## config.mk

```make
export PLATFORM = sky130hd
export DESIGN_NAME = dma_block_mover
export DESIGN_NICKNAME = d
export VERILOG_FILES = /design/src/rtl/dma_pkg.sv /design/src/rtl/dma_cfg_regs.sv /design/src/rtl/dma_xfer_engine.sv /design/src/rtl/dma_block_mover.sv
export SDC_FILE = /design/constraint.sdc
export NUM_CORES = 1
export LEC_CHECK = 0
export CAP_MARGIN = 20
export CORE_ASPECT_RATIO = 0.7
export CORE_MARGIN = 10
export CORE_UTILIZATION = 51
export CTS_BUF_LIST = sky130_fd_sc_hd__clkbuf_4 sky130_fd_sc_hd__clkbuf_8
export DETAILED_ROUTE_END_ITERATION = 10
export GPL_TIMING_DRIVEN = 0
export PLACE_DENSITY_LB_ADDON = 0.12
export SYNTH_ARGS = -nofsm -noshare
export SYNTH_HDL_FRONTEND = slang
export SYNTH_SLANG_ARGS = --single-unit
```

## constraint.sdc

```tcl
create_clock -name clk -period 3.5 [get_ports clk]
set_input_delay 0.525 -clock clk [delete_from_list [all_inputs] [get_ports clk]]
set_output_delay 0.525 -clock clk [all_outputs]
set_load 0.01 [all_outputs]
```

## src/rtl/dma_pkg.sv

```systemverilog
package dma_pkg;

   typedef enum logic [2:0] {
      ST_IDLE,
      ST_MEM_FETCH,
      ST_DEV_PUT,
      ST_DEV_FETCH,
      ST_MEM_PUT
   } xfer_state_e;

   localparam logic [1:0] SEL_BASE = 2'd0;
   localparam logic [1:0] SEL_LEN  = 2'd1;
   localparam logic [1:0] SEL_MODE = 2'd2;
   localparam logic [1:0] SEL_CMD  = 2'd3;

   localparam int CMD_GO_BIT    = 0;
   localparam int CMD_ACK_BIT   = 1;
   localparam int STAT_BUSY_BIT = 0;
   localparam int STAT_IRQ_BIT  = 1;

endpackage

```

## src/rtl/dma_cfg_regs.sv

```systemverilog
module dma_cfg_regs
   import dma_pkg::*;
#(
   parameter int AW = 32,
   parameter int DW = 32,
   parameter int CW = 16
) (
   input  logic          clk,
   input  logic          rst_n,
   input  logic          csr_we,
   input  logic [1:0]    csr_sel,
   input  logic [DW-1:0] csr_wdata,
   output logic [DW-1:0] csr_rdata,
   input  logic          busy,
   input  logic          finish,
   output logic          go,
   output logic [AW-1:0] go_base,
   output logic [CW-1:0] go_len,
   output logic          go_dir,
   output logic          irq
);

   logic [AW-1:0] base_q;
   logic [CW-1:0] len_q;
   logic          dir_q;
   logic          irq_q;
   logic          cfg_open, hit_cmd, start_req, zero_len, irq_clr, irq_set;
   logic          unused_wdata;

   assign unused_wdata = ^csr_wdata;
   assign cfg_open     = csr_we && !busy;
   assign hit_cmd      = csr_we && (csr_sel == SEL_CMD);
   assign zero_len     = (len_q == '0);
   assign start_req    = hit_cmd && csr_wdata[CMD_GO_BIT] && !busy;
   assign go           = start_req && !zero_len;
   assign irq_clr      = hit_cmd && csr_wdata[CMD_ACK_BIT];
   assign irq_set      = finish || (start_req && zero_len);

   always_ff @(posedge clk) begin
      if (!rst_n) begin
         base_q <= '0;
         len_q  <= '0;
         dir_q  <= 1'b0;
         irq_q  <= 1'b0;
      end else begin
         if (cfg_open && csr_sel == SEL_BASE) base_q <= csr_wdata[AW-1:0];
         if (cfg_open && csr_sel == SEL_LEN)  len_q  <= csr_wdata[CW-1:0];
         if (cfg_open && csr_sel == SEL_MODE) dir_q  <= csr_wdata[0];
         if (irq_set)      irq_q <= 1'b1;
         else if (irq_clr) irq_q <= 1'b0;
      end
   end

   always_comb begin
      csr_rdata = '0;
      case (csr_sel)
         SEL_BASE: csr_rdata = DW'(base_q);
         SEL_LEN:  csr_rdata = DW'(len_q);
         SEL_MODE: csr_rdata[0] = dir_q;
         default: begin
            csr_rdata[STAT_BUSY_BIT] = busy;
            csr_rdata[STAT_IRQ_BIT]  = irq_q;
         end
      endcase
   end

   assign go_base = base_q;
   assign go_len  = len_q;
   assign go_dir  = dir_q;
   assign irq     = irq_q;

   // configuration frozen during a job
   assert_cfg_frozen_R9: assert property (@(posedge clk) disable iff (!rst_n)
      busy |=> ($stable(base_q) && $stable(len_q) && $stable(dir_q)));

   // completion raises the interrupt as busy drops
   assert_done_irq_R7: assert property (@(posedge clk) disable iff (!rst_n)
      $fell(busy) |-> irq_q);

   // empty job completes at once without starting
   assert_zero_len_R8: assert property (@(posedge clk) disable iff (!rst_n)
      (start_req && zero_len) |=> (irq_q && !busy));

   // interrupt cleared only by an acknowledge
   assert_irq_hold_R10: assert property (@(posedge clk) disable iff (!rst_n)
      (irq_q && !irq_clr) |=> irq_q);

   assert_irq_clear_R10: assert property (@(posedge clk) disable iff (!rst_n)
      (irq_clr && !irq_set) |=> !irq_q);

endmodule

```

## src/rtl/dma_xfer_engine.sv

```systemverilog
module dma_xfer_engine
   import dma_pkg::*;
#(
   parameter int AW        = 32,
   parameter int DW        = 32,
   parameter int CW        = 16,
   parameter int ADDR_STEP = 4
) (
   input  logic          clk,
   input  logic          rst_n,
   input  logic          go,
   input  logic          go_dir,
   input  logic [AW-1:0] go_base,
   input  logic [CW-1:0] go_len,
   output logic          busy,
   output logic          finish,
   output logic          mem_req,
   output logic          mem_we,
   output logic [AW-1:0] mem_addr,
   output logic [DW-1:0] mem_wdata,
   input  logic [DW-1:0] mem_rdata,
   input  logic          mem_ack,
   output logic          dev_req,
   output logic          dev_wr,
   output logic [DW-1:0] dev_wdata,
   input  logic [DW-1:0] dev_rdata,
   input  logic          dev_ack
);

   localparam int            SB       = $clog2(ADDR_STEP);
   localparam int            HI       = AW - SB;
   localparam logic [AW-1:0] STEP_INC = AW'(ADDR_STEP);

   xfer_state_e   st_q, st_d;
   logic [AW-1:0] addr_q, addr_nxt;
   logic [CW-1:0] left_q;
   logic [DW-1:0] word_q;
   logic          word_done, last_word;

   generate
      if (SB == 0) begin : g_unit_step
         assign addr_nxt = addr_q + AW'(1);
      end else begin : g_wide_step
         assign addr_nxt = {addr_q[AW-1:SB] + HI'(1), addr_q[SB-1:0]};
      end
   endgenerate

   assign word_done = (st_q == ST_DEV_PUT && dev_ack) || (st_q == ST_MEM_PUT && mem_ack);
   assign last_word = word_done && (left_q == CW'(1));

   always_comb begin
      st_d = st_q;
      case (st_q)
         ST_IDLE:      if (go) st_d = go_dir ? ST_DEV_FETCH : ST_MEM_FETCH;
         ST_MEM_FETCH: if (mem_ack) st_d = ST_DEV_PUT;
         ST_DEV_PUT:   if (dev_ack) st_d = last_word ? ST_IDLE : ST_MEM_FETCH;
         ST_DEV_FETCH: if (dev_ack) st_d = ST_MEM_PUT;
         ST_MEM_PUT:   if (mem_ack) st_d = last_word ? ST_IDLE : ST_DEV_FETCH;
         default:      st_d = ST_IDLE;
      endcase
   end

   always_ff @(posedge clk) begin
      if (!rst_n) begin
         st_q   <= ST_IDLE;
         addr_q <= '0;
         left_q <= '0;
         word_q <= '0;
      end else begin
         st_q <= st_d;
         if (st_q == ST_IDLE && go) begin
            addr_q <= go_base;
            left_q <= go_len;
         end else if (word_done) begin
            addr_q <= addr_nxt;
            left_q <= left_q - CW'(1);
         end
         if (st_q == ST_MEM_FETCH && mem_ack) word_q <= mem_rdata;
         if (st_q == ST_DEV_FETCH && dev_ack) word_q <= dev_rdata;
      end
   end

   assign busy      = (st_q != ST_IDLE);
   assign finish    = last_word;
   assign mem_req   = (st_q == ST_MEM_FETCH) || (st_q == ST_MEM_PUT);
   assign mem_we    = (st_q == ST_MEM_PUT);
   assign mem_addr  = addr_q;
   assign mem_wdata = word_q;
   assign dev_req   = (st_q == ST_DEV_PUT) || (st_q == ST_DEV_FETCH);
   assign dev_wr    = (st_q == ST_DEV_PUT);
   assign dev_wdata = word_q;

   // one bus side at a time, requests held until acknowledged
   assert_one_side_R11: assert property (@(posedge clk) disable iff (!rst_n)
      !(mem_req && dev_req));

   assert_mem_hold_R11: assert property (@(posedge clk) disable iff (!rst_n)
      (mem_req && !mem_ack) |=> (mem_req && $stable(mem_addr) && $stable(mem_we) && $stable(mem_wdata)));

   assert_dev_hold_R11: assert property (@(posedge clk) disable iff (!rst_n)
      (dev_req && !dev_ack) |=> (dev_req && $stable(dev_wr) && $stable(dev_wdata)));

   // memory read is forwarded to the peripheral
   assert_m2d_order_R4: assert property (@(posedge clk) disable iff (!rst_n)
      (mem_req && !mem_we && mem_ack) |=> (dev_req && dev_wr && dev_wdata == $past(mem_rdata)));

   // peripheral fetch is forwarded to memory
   assert_d2m_order_R5: assert property (@(posedge clk) disable iff (!rst_n)
      (dev_req && !dev_wr && dev_ack) |=> (mem_req && mem_we && mem_wdata == $past(dev_rdata)));

   // address advances by one step per completed word
   assert_addr_step_R6: assert property (@(posedge clk) disable iff (!rst_n)
      (word_done && !last_word) |=> (mem_addr == $past(mem_addr) + STEP_INC));

endmodule

```

## src/rtl/dma_block_mover.sv

```systemverilog
module dma_block_mover #(
   parameter int AW        = 32,
   parameter int DW        = 32,
   parameter int CW        = 16,
   parameter int ADDR_STEP = 4
) (
   input  logic          clk,
   input  logic          rst_n,
   input  logic          csr_we,
   input  logic [1:0]    csr_sel,
   input  logic [DW-1:0] csr_wdata,
   output logic [DW-1:0] csr_rdata,
   output logic          irq,
   output logic          mem_req,
   output logic          mem_we,
   output logic [AW-1:0] mem_addr,
   output logic [DW-1:0] mem_wdata,
   input  logic [DW-1:0] mem_rdata,
   input  logic          mem_ack,
   output logic          dev_req,
   output logic          dev_wr,
   output logic [DW-1:0] dev_wdata,
   input  logic [DW-1:0] dev_rdata,
   input  logic          dev_ack
);

   generate
      if (DW < 2) begin : g_bad_dw
         $error("DW must hold the two status bits");
      end
      if (AW > DW || CW > DW) begin : g_bad_fit
         $error("address and count must fit in a register word");
      end
      if (CW < 1) begin : g_bad_cw
         $error("CW must be at least 1");
      end
      if (ADDR_STEP < 1 || (ADDR_STEP & (ADDR_STEP - 1)) != 0) begin : g_bad_step
         $error("ADDR_STEP must be a power of two");
      end
      if ($clog2(ADDR_STEP) >= AW) begin : g_bad_aw
         $error("AW too narrow for ADDR_STEP");
      end
   endgenerate

   logic          busy, finish, go, go_dir;
   logic [AW-1:0] go_base;
   logic [CW-1:0] go_len;

   dma_cfg_regs #(.AW(AW), .DW(DW), .CW(CW)) u_regs (
      .clk       (clk),
      .rst_n     (rst_n),
      .csr_we    (csr_we),
      .csr_sel   (csr_sel),
      .csr_wdata (csr_wdata),
      .csr_rdata (csr_rdata),
      .busy      (busy),
      .finish    (finish),
      .go        (go),
      .go_base   (go_base),
      .go_len    (go_len),
      .go_dir    (go_dir),
      .irq       (irq)
   );

   dma_xfer_engine #(.AW(AW), .DW(DW), .CW(CW), .ADDR_STEP(ADDR_STEP)) u_engine (
      .clk       (clk),
      .rst_n     (rst_n),
      .go        (go),
      .go_dir    (go_dir),
      .go_base   (go_base),
      .go_len    (go_len),
      .busy      (busy),
      .finish    (finish),
      .mem_req   (mem_req),
      .mem_we    (mem_we),
      .mem_addr  (mem_addr),
      .mem_wdata (mem_wdata),
      .mem_rdata (mem_rdata),
      .mem_ack   (mem_ack),
      .dev_req   (dev_req),
      .dev_wr    (dev_wr),
      .dev_wdata (dev_wdata),
      .dev_rdata (dev_rdata),
      .dev_ack   (dev_ack)
   );

endmodule

```

; ---- After elaboration in Yosys (flattened, before gate mapping)
; Cells that the tools add are included.
[classes]
n_addsub = 2
n_eq_ne = 13
muxes = 20
n_reduce_logical = 30
[ops]
columns = operator, count
row1 = two-way mux 32 bit, 4
row2 = case mux 30 bit (2 select lines), 1
row3 = two-way mux 16 bit, 2
row4 = "adder 30 x 1 -> 30 bit, second input constant", 1
row5 = "== test 16 x 1 -> 1 bit, second input constant", 1
row6 = logical AND 1 bit, 16
row7 = logical NOT 16 bit, 1
row8 = "subtractor 16 x 1 -> 16 bit, second input constant", 1
row9 = two-way mux 3 bit, 5
row10 = case mux 3 bit (5 select lines), 1
row11 = "== test 3 x 2 -> 1 bit, second input constant", 2
row12 = "!= test 2 x 1 -> 1 bit, second input constant", 3
row13 = case mux 1 bit (3 select lines), 2
row14 = nonzero test 2 bit, 3
row15 = AND reduction 5 bit, 1
row16 = "== test 2 bit, second input constant", 2
row17 = logical OR 1 bit, 4
row18 = two-way mux 2 bit, 2
row19 = "!= test 2 bit, second input constant", 2
row20 = "== test 3 x 1 -> 1 bit, second input constant", 1
row21 = "== test 3 bit, second input constant", 1
row22 = logical NOT 3 bit, 1
row23 = two-way mux 1 bit, 3
row24 = nonzero test 3 bit, 1
row25 = 3 further kinds, 4
[totals]
regBits = 133
in_bits = 103
out_inout_bits = 133
elab_cells = 74

; ---- Depth between registers and ports, before layout
[logic_depth]
word_depth = 7
ltp_mapped = 8
depth_no_buf = 7

; ---- Cells and area by module
; A second synthesis with hierarchy kept.
[hier_totals]
cells_unflattened = 823
area_unflattened_um2 = 6926.6
[by_module_without_submodules]
columns = module, instances, cells_per_inst, area_per_inst_um2, seq_area_each_um2
row1 = dma_xfer_engine, 1, 538, 4719.5, 1661.6
row2 = dma_cfg_regs, 1, 285, 2207.1, 1001.0

; ---- Worst setup path before layout
; Ideal clock, no wire load.
[synth_timing]
kind = input -> output
from = in csr_sel[0]
to = out csr_rdata[10]
arrival_ps = 1693
required_time_ps = 2975
setup_slack_ps = 1282
path_stages = 4
path_buffers = 2
path_cell_list = buf_1 -> clkbuf_1 -> mux2i_1 -> nor2_1
[synth_via]
elab_chain_cells = 2
word_cells_on_any_way = 3
cone_classes = 1 x eq/ne / 1 x mux / 1 x reduce/logical
[synth_rtl]
columns = element, line_no
row1 = from (decl), dma_block_mover.sv:10  ; input logic [1:0] csr_sel,
row2 = == test 2 x 1 -> 1 bit or logical NOT 2 bit (tied branches), dma_cfg_regs.sv:56  ; case (csr_sel)
row3 = case mux 30 bit (2 select lines) *, dma_cfg_regs.sv:56
row4 = to (decl), dma_block_mover.sv:12  ; output logic [DW-1:0] csr_rdata,
; Every way passes the cells marked *; elsewhere a longest branch is shown, timed or not.

; ---- Worst setup path after layout
[layout_timing]
from = in csr_sel[1]
to = out csr_rdata[24]
; Same word-level chain as after synthesis.

==> reports/qor.csv <==
metric,value,unit
worst_pin_slew,0.864,ns
p_int,2.72,mW
drv_slew,0,
leakage,3.55,nW
power.switching,0.965,mW
drive_gt1_share,8.06,%
ys_types,58,
dpl-instance-area,0.00929,mm²
synth_warnings,0,
cts_made_buffers,17,
status,"complete, no violations",
rsz0062_at_grt,no,
drc,0,
postCtsSetupBuffers,0,
p_per_area,378,mW/mm²
critPathKind,in -> out,
worst_slack,0.151,ns
hp-class,reg -> reg,
core,0.0131,mm²
drt_first_pass_iters,5,
ioPinCount,236,
cts_max_level,4,
layout_min_cycle_time,3.35,ns
clkSinkCount,133,
antenna_found_initial,0,
hpwl,19.4,mm
start_util,51.6,%
postSynth.asyncResetShare,0,%
vdd_drop_max,0.228,mV
critPathCaptureType,output pin,
clock_latency,0.45,ns
final_nets,1174,
fp.dieH,116,µm
synthFlopType,dfxtp_1,
routed_wl,25.9,mm
netlist_area,0.00673,mm²
grt_max_degree,17,
core.rowCount,35,
synth_cells,814,
final_cell_mix,"235 x clkdlybuf4s50_1, 133 x dfxtp_1, 98 x nand2_1",
syn_area_per_cell,8.27,µm²
cp-start-kind,primary input,
placedCellCount,1215,
max_freq,299,MHz
vias,7378,
grt_usage,27.0,%
io_buffers,235,
syn_nets,920,
clock_power_share,40.5,%
insertedDiodeCount,0,
cp.required,2.97,ns
p_sw_share,26.2,%
final_common_cell,clkdlybuf4s50_1,
overflow,0,
slew_headroom,42.2,%
p_seq_share,43.8,%
fin_area,0.00974,mm²
finalPower,3.68,mW
synthToLayoutAreaGrowth,44.7,%
ys_seq_area_share,39.6,%
yosys_register_bits,133,
cts_tree,yes,
grt_pass1_vias,7010,
dp_slack,-0.229,ns
die_w,157,µm
finalNonFillerCells,1246,
worstPathArrival,2.82,ns
vias_per_cell,5.92,
routedWlPerCell,20.8,µm
die-area,0.0183,mm²
setup_viol,0,
period_share,95.7,%
grt_pass1_wl,38.8,mm
fin_skew,0.0137,ns
cts_root_buf,clkbuf_8,
drt_iter0_drc,816,
path_clk_slew,0.08,ns
synth_edf_count,0,
comb_power_share,15.7,%
gp_congestion,0.949,
clockBufferDepth,2,
crit_path_max_fanout,10,
hold_viol,0,
ant_nets,0,
max_cap_violations,0,
==> cell usage after synthesis (5+ instances only) <==
cell,instances,area [µm²]
nor4_1,7,43.8
o21ai_0,11,55.1
a22oi_1,7,52.6
nor2_1,97,364
and3_1,5,31.3
a31oi_1,14,87.6
or4_1,11,82.6
buf_2,10,50.1
o211ai_1,8,60.1
and2_1,19,119
a2bb2oi_1,8,70.1
a21oi_1,71,355
nand2_1,98,368
buf_4,34,255
nand4_1,16,100
clkbuf_1,41,154
nor3_1,8,40.0
xor2_1,5,43.8
mux2i_1,66,661
a211oi_1,38,285
dfxtp_1,133,2660
or3_1,6,37.5
nand3_1,33,165
==> flip-flops by register name, indices dropped and copies added, names as in the netlist <==
name and cells:
u_engine.dev_wdata 32, u_engine.mem_addr 32, u_regs.go_base 32, u_engine.left_q 16
u_regs.go_len 16, u_engine.st_q 3, u_regs.go_dir 1, u_regs.irq 1
==> per-stage QoR <==
stage / hold slack, ns / util, % / TNS (ns)
CTS: 0.458 / 74.6 / 0
detailed placement: 0.448 / 71.2 / -2.09
global route: 0.480 / 74.6 / 0
global placement: 0.446 / 71.2 / -1.71
floorplan: 0.441 / - / 0
finish: 0.455 / 74.6 / 0
==> power groups by stage <==
stage               clock network (mW)  logic, mW  registers [mW]
floorplan                            0      0.267            1.64
global placement                     0      0.560            1.64
detailed placement                   0      0.566            1.64
CTS                               1.48      0.572            1.61
global route                      1.55      0.617            1.62
finish                            1.49      0.579            1.61
==> worst max-delay path: stages <==
cell and delay, ns:
clkdlybuf4s50_1 0.46, nor2_1 0.62, clkbuf_1 0.44, and2_1 0.20
clkdlybuf4s50_1 0.57
==> final cells by class <==
type | instances | area [µm²]
buffer | 89 | 499
clock buffer | 18 | 241
clock inverter | 13 | 205
fill | 1011 | 3310
inverter | 5 | 18.8
multi-input combinational | 587 | 3550
sequential | 133 | 2660
tap | 166 | 208
timing repair buffer | 235 | 2350
==> what timing repair did <==
| action | in CTS | in global routing |
|---|---|---|
| hold buffers | 0 | 0 |
| resized for setup | 1 | 1 |
| endpoints found under the setup margin | 10 | 10 |
==> path summary, 6_finish.rpt <==
| path | endpoint | start | slack (ns) | cells after the start |
|---|---|---|---|---|
| setup reg to reg | u_engine.mem_addr[22]$_SDFFE_PN0P_ | u_regs.go_len[14]$_SDFFE_PN0P_ | 0.83 | 7 |
| setup / recovery | csr_rdata[24] | csr_sel[1] | 0.15 | 5 |
| hold reg to reg | u_engine.mem_addr[0]$_SDFFE_PN0P_ | u_engine.mem_addr[0]$_SDFFE_PN0P_ | 0.46 | 2 |
| hold / removal | u_engine.mem_addr[0]$_SDFFE_PN0P_ | u_engine.mem_addr[0]$_SDFFE_PN0P_ | 0.46 | 2 |
==> cells by family (layout without fill, tap and decap cells) <==
group,after synthesis,after routing,synth area share [%]
multiplexers,67,67,10.2
AO/OA/AOI/OAI,182,182,17.4
flip-flops,133,133,39.6
adder cells (fa/ha/maj),3,3,0.558
buffers and inverters,94,360,7.66
AND/OR/NAND/NOR,327,327,23.6
XOR/XNOR,8,8,1.04
==> routing by layer <==
metal,routed length (µm),vias to the layer above,GRT usage [%]
li1,-,3421,-
met1,10700,3471,35.4
met2,11600,437,41.5
met3,3040,49,8.28
met4,556,0,8.63
met5,0,-,0
(Power assumes the default switching activity.)
